File: config.mk
export PLATFORM = sky130hd
export DESIGN_NAME = gram_cmd_front
export DESIGN_NICKNAME = d
export VERILOG_FILES = /design/src/rtl/gram_pkg.sv /design/src/rtl/gram_cmd_decode.sv /design/src/rtl/gram_bank_slot.sv /design/src/rtl/gram_clk_hold.sv /design/src/rtl/gram_cmd_front.sv
export SDC_FILE = /design/constraint.sdc
export NUM_CORES = 1
export LEC_CHECK = 0
export ABC_CLOCK_PERIOD_IN_PS = 1600
export BUFFER_PORTS_ARGS = -buffer_cell sky130_fd_sc_hd__buf_4
export CAP_MARGIN = 20
export CORE_UTILIZATION = 45
export DETAILED_ROUTE_END_ITERATION = 6
export PLACE_DENSITY_LB_ADDON = 0.05
export SLEW_MARGIN = 40
export SYNTH_ARGS = -nofsm -noshare
export SYNTH_HDL_FRONTEND = slang
export SYNTH_SLANG_ARGS = --single-unit
File: constraint.sdc
create_clock -name clk -period 1.6 [get_ports clk]
set_input_delay 0.16 -clock clk [delete_from_list [all_inputs] [get_ports clk]]
set_output_delay 0.16 -clock clk [all_outputs]
set_load 0.05 [all_outputs]
File: src/rtl/gram_pkg.sv
package gram_pkg;

    typedef enum logic [3:0] {
        CMD_NOP      = 4'd0,
        CMD_OPEN     = 4'd1,
        CMD_OPEN_MSK = 4'd2,
        CMD_PRE      = 4'd3,
        CMD_READ     = 4'd4,
        CMD_WRITE    = 4'd5,
        CMD_BLOCK_WR = 4'd6,
        CMD_MODE     = 4'd7,
        CMD_SMODE    = 4'd8,
        CMD_REFRESH  = 4'd9
    } cmd_e;

    typedef struct packed {
        cmd_e op;
        logic ap;
        logic pre_all;
    } dec_t;

    function automatic cmd_e decode_strobes(input logic sel_n, input logic r_n,
                                            input logic c_n, input logic w_n,
                                            input logic sp);
        cmd_e op;
        op = CMD_NOP;
        if (!sel_n) begin
            case ({r_n, c_n, w_n})
                3'b011:  op = sp ? CMD_OPEN_MSK : CMD_OPEN;
                3'b010:  op = CMD_PRE;
                3'b101:  op = CMD_READ;
                3'b100:  op = sp ? CMD_BLOCK_WR : CMD_WRITE;
                3'b000:  op = sp ? CMD_SMODE : CMD_MODE;
                3'b001:  op = CMD_REFRESH;
                default: op = CMD_NOP;
            endcase
        end
        return op;
    endfunction

    function automatic logic is_open(input cmd_e op);
        return (op == CMD_OPEN) || (op == CMD_OPEN_MSK);
    endfunction

    function automatic logic is_column(input cmd_e op);
        return (op == CMD_READ) || (op == CMD_WRITE) || (op == CMD_BLOCK_WR);
    endfunction

endpackage

File: src/rtl/gram_cmd_decode.sv
module gram_cmd_decode
    import gram_pkg::*;
#(
    parameter int unsigned BANK_W = 1,
    localparam int unsigned NUM_BANKS = 1 << BANK_W
) (
    input  logic                 sel_n,
    input  logic                 rowstb_n,
    input  logic                 colstb_n,
    input  logic                 wrstb_n,
    input  logic                 spfn,
    input  logic [BANK_W-1:0]    bank_pick,
    input  logic                 flag_bit,
    output dec_t                 dec,
    output logic [NUM_BANKS-1:0] hit
);

    cmd_e op;

    always_comb begin
        op          = decode_strobes(sel_n, rowstb_n, colstb_n, wrstb_n, spfn);
        dec.op      = op;
        dec.ap      = (is_column(op) || op == CMD_PRE) ? flag_bit : 1'b0;
        dec.pre_all = (op == CMD_PRE) && flag_bit;
    end

    for (genvar b = 0; b < NUM_BANKS; b++) begin : g_hit
        assign hit[b] = (bank_pick == BANK_W'(b));
    end

endmodule

File: src/rtl/gram_bank_slot.sv
module gram_bank_slot
    import gram_pkg::*;
(
    input  logic clk,
    input  logic rst,
    input  logic run,
    input  logic hit,
    input  cmd_e op,
    input  logic ap,
    input  logic pre_all,
    output logic active,
    output logic mask,
    output logic idle_next,
    output logic bad
);

    logic active_q, pend_q, mask_q;
    logic active_n, pend_n, mask_n;
    logic eff_idle;

    assign eff_idle = !active_q || pend_q;
    assign bad      = hit && ((is_open(op) && !eff_idle) || (is_column(op) && eff_idle));

    always_comb begin
        active_n = active_q && !pend_q;
        pend_n   = 1'b0;
        mask_n   = mask_q;
        if (op == CMD_PRE && (hit || pre_all)) begin
            active_n = 1'b0;
        end else if (hit && is_open(op) && eff_idle) begin
            active_n = 1'b1;
            mask_n   = (op == CMD_OPEN_MSK);
        end else if (hit && is_column(op) && !eff_idle && ap) begin
            pend_n   = 1'b1;
        end
    end

    assign idle_next = !active_n;

    always_ff @(posedge clk) begin
        if (rst) begin
            active_q <= 1'b0;
            pend_q   <= 1'b0;
            mask_q   <= 1'b0;
        end else if (run) begin
            active_q <= active_n;
            pend_q   <= pend_n;
            mask_q   <= mask_n;
        end
    end

    assign active = active_q;
    assign mask   = mask_q;

endmodule

File: src/rtl/gram_clk_hold.sv
module gram_clk_hold (
    input  logic clk,
    input  logic rst,
    input  logic clk_en,
    input  logic all_idle_next,
    output logic run,
    output logic pwr_down
);

    logic run_q, pd_q;

    always_ff @(posedge clk) begin
        if (rst) begin
            run_q <= 1'b1;
            pd_q  <= 1'b0;
        end else begin
            run_q <= clk_en;
            if (clk_en)
                pd_q <= 1'b0;
            else if (run_q && all_idle_next)
                pd_q <= 1'b1;
        end
    end

    assign run      = run_q;
    assign pwr_down = pd_q && !clk_en;

endmodule

File: src/rtl/gram_cmd_front.sv
module gram_cmd_front
    import gram_pkg::*;
#(
    parameter int unsigned BANK_W = 1,
    parameter int unsigned ADDR_W = 11,
    parameter int unsigned COL_W  = 8,
    parameter int unsigned AP_BIT = 8,
    localparam int unsigned NUM_BANKS = 1 << BANK_W,
    localparam int unsigned MODE_W    = BANK_W + ADDR_W
) (
    input  logic                 clk,
    input  logic                 rst,
    input  logic                 clk_en,
    input  logic                 sel_n,
    input  logic                 rowstb_n,
    input  logic                 colstb_n,
    input  logic                 wrstb_n,
    input  logic                 spfn,
    input  logic [BANK_W-1:0]    bank_pick,
    input  logic [ADDR_W-1:0]    addr_in,
    output logic [3:0]           cmd_code,
    output logic [BANK_W-1:0]    cmd_bank,
    output logic                 auto_pre,
    output logic                 illegal,
    output logic [NUM_BANKS-1:0] bank_active,
    output logic [NUM_BANKS-1:0] bank_mask,
    output logic [ADDR_W-1:0]    row_latch,
    output logic [COL_W-1:0]     col_latch,
    output logic [MODE_W-1:0]    mode_word,
    output logic [MODE_W-1:0]    smode_word,
    output logic                 pwr_down
);

    dec_t                 dec;
    logic [NUM_BANKS-1:0] hit, idle_nx, bad_v;
    logic                 run_q, any_bad;

    cmd_e                 op_q;
    logic [BANK_W-1:0]    bank_q;
    logic                 ap_q, ill_q;
    logic [ADDR_W-1:0]    row_q;
    logic [COL_W-1:0]     col_q;
    logic [MODE_W-1:0]    mode_q, smode_q;

    gram_cmd_decode #(.BANK_W(BANK_W)) i_dec (
        .sel_n    (sel_n),
        .rowstb_n (rowstb_n),
        .colstb_n (colstb_n),
        .wrstb_n  (wrstb_n),
        .spfn     (spfn),
        .bank_pick(bank_pick),
        .flag_bit (addr_in[AP_BIT]),
        .dec      (dec),
        .hit      (hit)
    );

    for (genvar b = 0; b < NUM_BANKS; b++) begin : g_bank
        gram_bank_slot i_slot (
            .clk      (clk),
            .rst      (rst),
            .run      (run_q),
            .hit      (hit[b]),
            .op       (dec.op),
            .ap       (dec.ap),
            .pre_all  (dec.pre_all),
            .active   (bank_active[b]),
            .mask     (bank_mask[b]),
            .idle_next(idle_nx[b]),
            .bad      (bad_v[b])
        );
    end

    gram_clk_hold i_hold (
        .clk          (clk),
        .rst          (rst),
        .clk_en       (clk_en),
        .all_idle_next(&idle_nx),
        .run          (run_q),
        .pwr_down     (pwr_down)
    );

    assign any_bad = |bad_v;

    always_ff @(posedge clk) begin
        if (rst) begin
            op_q    <= CMD_NOP;
            bank_q  <= '0;
            ap_q    <= 1'b0;
            ill_q   <= 1'b0;
            row_q   <= '0;
            col_q   <= '0;
            mode_q  <= '0;
            smode_q <= '0;
        end else if (run_q) begin
            op_q   <= dec.op;
            bank_q <= bank_pick;
            ap_q   <= dec.ap;
            ill_q  <= any_bad;
            if (is_open(dec.op) && !any_bad)
                row_q <= addr_in;
            if (is_column(dec.op) && !any_bad)
                col_q <= addr_in[COL_W-1:0];
            if (dec.op == CMD_MODE)
                mode_q <= {bank_pick, addr_in};
            if (dec.op == CMD_SMODE)
                smode_q <= {bank_pick, addr_in};
        end
    end

    assign cmd_code   = op_q;
    assign cmd_bank   = bank_q;
    assign auto_pre   = ap_q;
    assign illegal    = ill_q;
    assign row_latch  = row_q;
    assign col_latch  = col_q;
    assign mode_word  = mode_q;
    assign smode_word = smode_q;

endmodule

==> results.md <==
* Die Width at roughly 74 um
* Antenna-violating nets left at 0
* Vias in the first global route at 1,642
* Floorplan core area at 5070 um2
* Fmax at 670 MHz
* Tot Pwr at roughly 0.0031 W
* Data required time of the worst path at 1820 ps
* Routed wire length at 5.31 mm
* GRT Total Usage at 0.199
* Setup Skew at 4.46 ps
* Hold Crit Depth at 3
* Sw Share at 0.249
* Max-slew headroom at 0.668
* Pre-Repair DR Iteration Count at 4
* DP Worst Slack at 37.7 ps
* Gr ovfl total at 0
* Crit path max fanout at 12
* Clock Power Share at 0.411
* IO buf count at 74
* Flop2flop setup slack at 110 ps
* Final WS setup at 106 ps
* Final Hold Viols at 0
* CTS Sinks at 58
* RR Endpoint: smode_word[5]
* Worst setup SP type: flop
* Die Ht at 74.5 um
* Initial detailed-routing violation count at 77
* Crit path launch: i_hold.run
* Compound-Gate Fraction of Synth Area at 0.0540
* Via density at 4.81
* Clk buf depth at 2
* Die area at 5550 um2
* Initial antenna violation count at 0
* Simple-Gate Fraction of Synth Area at 0.188
* Max-cap violations at 0
* Cell row count at 26
* Status: complete, no violations
* Most common cell after layout, fill and taps aside: buf_4
* Placed cell area at a little over 3000 um2
* Cell depth of the worst flop-to-flop path at 5
* Start of the worst register-to-register path: i_hold.run
* Mux share of post-synthesis cell area at 0.204
* Post-route minimum period at 1490 ps
* CTS tree: done
* Syn Nets at 261
* Fin crit share at 0.933
* Internal power at 0.00236 W
* Sequential power share at 0.474
* # H-tree levels at 3
* Post-synthesis xor/xnor area fraction at 0.00370
* DPL Wire Length at roughly 3.7 mm
* Syn_area_per_cell at 9.81 um2
* Post-CTS setup buffers at 0
* PwrDens at 973 nW/um2
* Layout area overhead at 36.4%
* Tightest Pin Transition at slightly below 500 ps
* Top-area cell type share of the netlist area at 0.491
* Nets@finish at 339
* # IOs at 75
* Ys Warns at 0
* Post-synthesis sequential area ratio at 0.491
* Most frequent cells in the layout: 87 x buf_4, 58 x nor2_1, 57 x dfxtp_1
* Psw at 0.000780 W
* Ys async rst share at 0
* FF+latch count, synth at 58
* Unique masters post-synth at 38
* Combinational share of power at 0.115
* Final TNS setup at 0 ps
* Clock Latency Late Sink at 330 ps
* Clk pin slew, worst setup/hold paths at 60 ps
* Critical Path AT at 1710 ps
* CTS buffer count at 9
* Post-route design area at 3230 um2
* Peak supply drop at 0.560 mV
* Initial core utilization at 0.466
* Combinational family with the most area after synthesis: multiplexers
* Slew Viols, Final at 0
* Crit Path Category: reg -> reg
* DRC at 0
* RSZ-0062 raised after global routing: no
* Post-synth top flop: dfxtp_1
* Adder-Cell Fraction of Synth Area at 0
* First-pass GRT wire length at ~8.0 mm
* Layout cells sized above 1 at 0.347
* Antenna fix cells at 0
* Post-synth EDFFs at 0
* Vias at 1,890
* Post-synthesis cell area at approximately 2400 um2
* Root buffer cell: clkbuf_8
* P_leak at 1.51 nW
* Final Setup Violations at 0
* Tightest Hold Check Type: in -> reg
* Top cells by area, synth: dfxtp_1 49%, mux2i_1 20%, nor2_1 9.2%
* Largest net degree at the start of global routing at 38
* Crit end category: flop
* Final RePlAce weighted congestion at 0.805
* Fill count at 457
* Routed wire per std cell at 13.5 um
* Synth area leader: dfxtp_1
* Setup crit end: smode_word[5]
* Post-synthesis cell count at 241
final cells by class:
type | count | area, um2 | area share
Sequential cell | 58 | 1160 | 0.360
Multi-Input combinational cell | 157 | 1090 | 0.338
Timing Repair Buffer | 89 | 684 | 0.212
Clock buffer | 12 | 145 | 0.0450
Tap cell | 70 | 87.6 | 0.0272
Clock inverter | 3 | 40.0 | 0.0124
Inverter | 4 | 15.0 | 0.00465
stage by stage:
stage / utilization / hold WS, ps / cells
global route: 0.636 / 36.9 / 393
finish: 0.636 / 43.2 / 393
detailed placement: 0.598 / 375 / 378
CTS: 0.634 / 28.0 / 393
floorplan: - / 260 / 241
global placement: 0.598 / 371 / 378
layer usage:
| metal | part of all wire | vias to the layer above | wire length [um] | GRT usage |
|---|---|---|---|---|
| met3 | 0.064 | 8 | 341 | 0.0759 |
| met2 | 0.43 | 61 | 2290 | 0.281 |
| met5 | 0 | - | 0 | 0 |
| li1 | - | 972 | - | - |
| met1 | 0.49 | 849 | 2610 | 0.270 |
| met4 | 0.013 | 0 | 71 | 0.0881 |
Yosys cell counts (2+ instances only):
cell,number
inv_1,4
dfxtp_1,58
nor4_1,2
buf_6,2
nand2b_1,8
nand4_1,2
buf_4,6
nor2_1,58
nor4_2,2
a211oi_1,2
mux2i_1,47
clkbuf_1,10
nor2b_1,5
o32ai_1,2
buf_2,4
a21oi_1,7
power groups by stage:
stage / clock, W / sequential [W] / combinational [W]
after floorplan: 0 / 0.00158 / 0.000166
after global placement: 0 / 0.00152 / 0.000362
after detailed placement: 0 / 0.00152 / 0.000362
after CTS: 0.00133 / 0.00149 / 0.000363
after global routing: 0.00140 / 0.00149 / 0.000388
final: 0.00129 / 0.00149 / 0.000362
registers in the layout, indices dropped and copies added (netlist names):
name,cells
mode_word,12
cmd_code,4
illegal,1
smode_word,12
g_bank.i_slot.active,2
i_hold.run,1
auto_pre,1
col_latch,8
cmd_bank,1
row_latch,11
g_bank.i_slot.pend_q,2
i_hold.pd_q,1
g_bank.i_slot.mask,2
worst min path at each step:
stage / start / endpoint
finish: clk_en / i_hold.run
global route: clk_en / i_hold.run
CTS: clk_en / i_hold.run
detailed placement: clk_en / i_hold.run
global placement: clk_en / i_hold.run
floorplan: rst / i_hold.run
worst max-delay path, cell delays in order (launching register included):
cell and delay (ps):
dfxtp_2 360, nand2b_4 100, or4_1 470, buf_4 220, mux2i_1 180, nor2_1 50
logic make-up after synthesis:
kind of cell	after synthesis
DFF	58
muxes	48
and+or+nand+nor	90
AOI/OAI and AO/OA	18
xor gates and xnor gates	1
buffers and inverters	26
timing repair:
| action | in CTS | in global routing |
|---|---|---|
| setup endpoints to repair | 0 | 26 |
| hold buffers | 0 | 0 |
| gates resized for setup | 0 | 3 |
No activity file was read; power rests on OpenSTA's default activity.
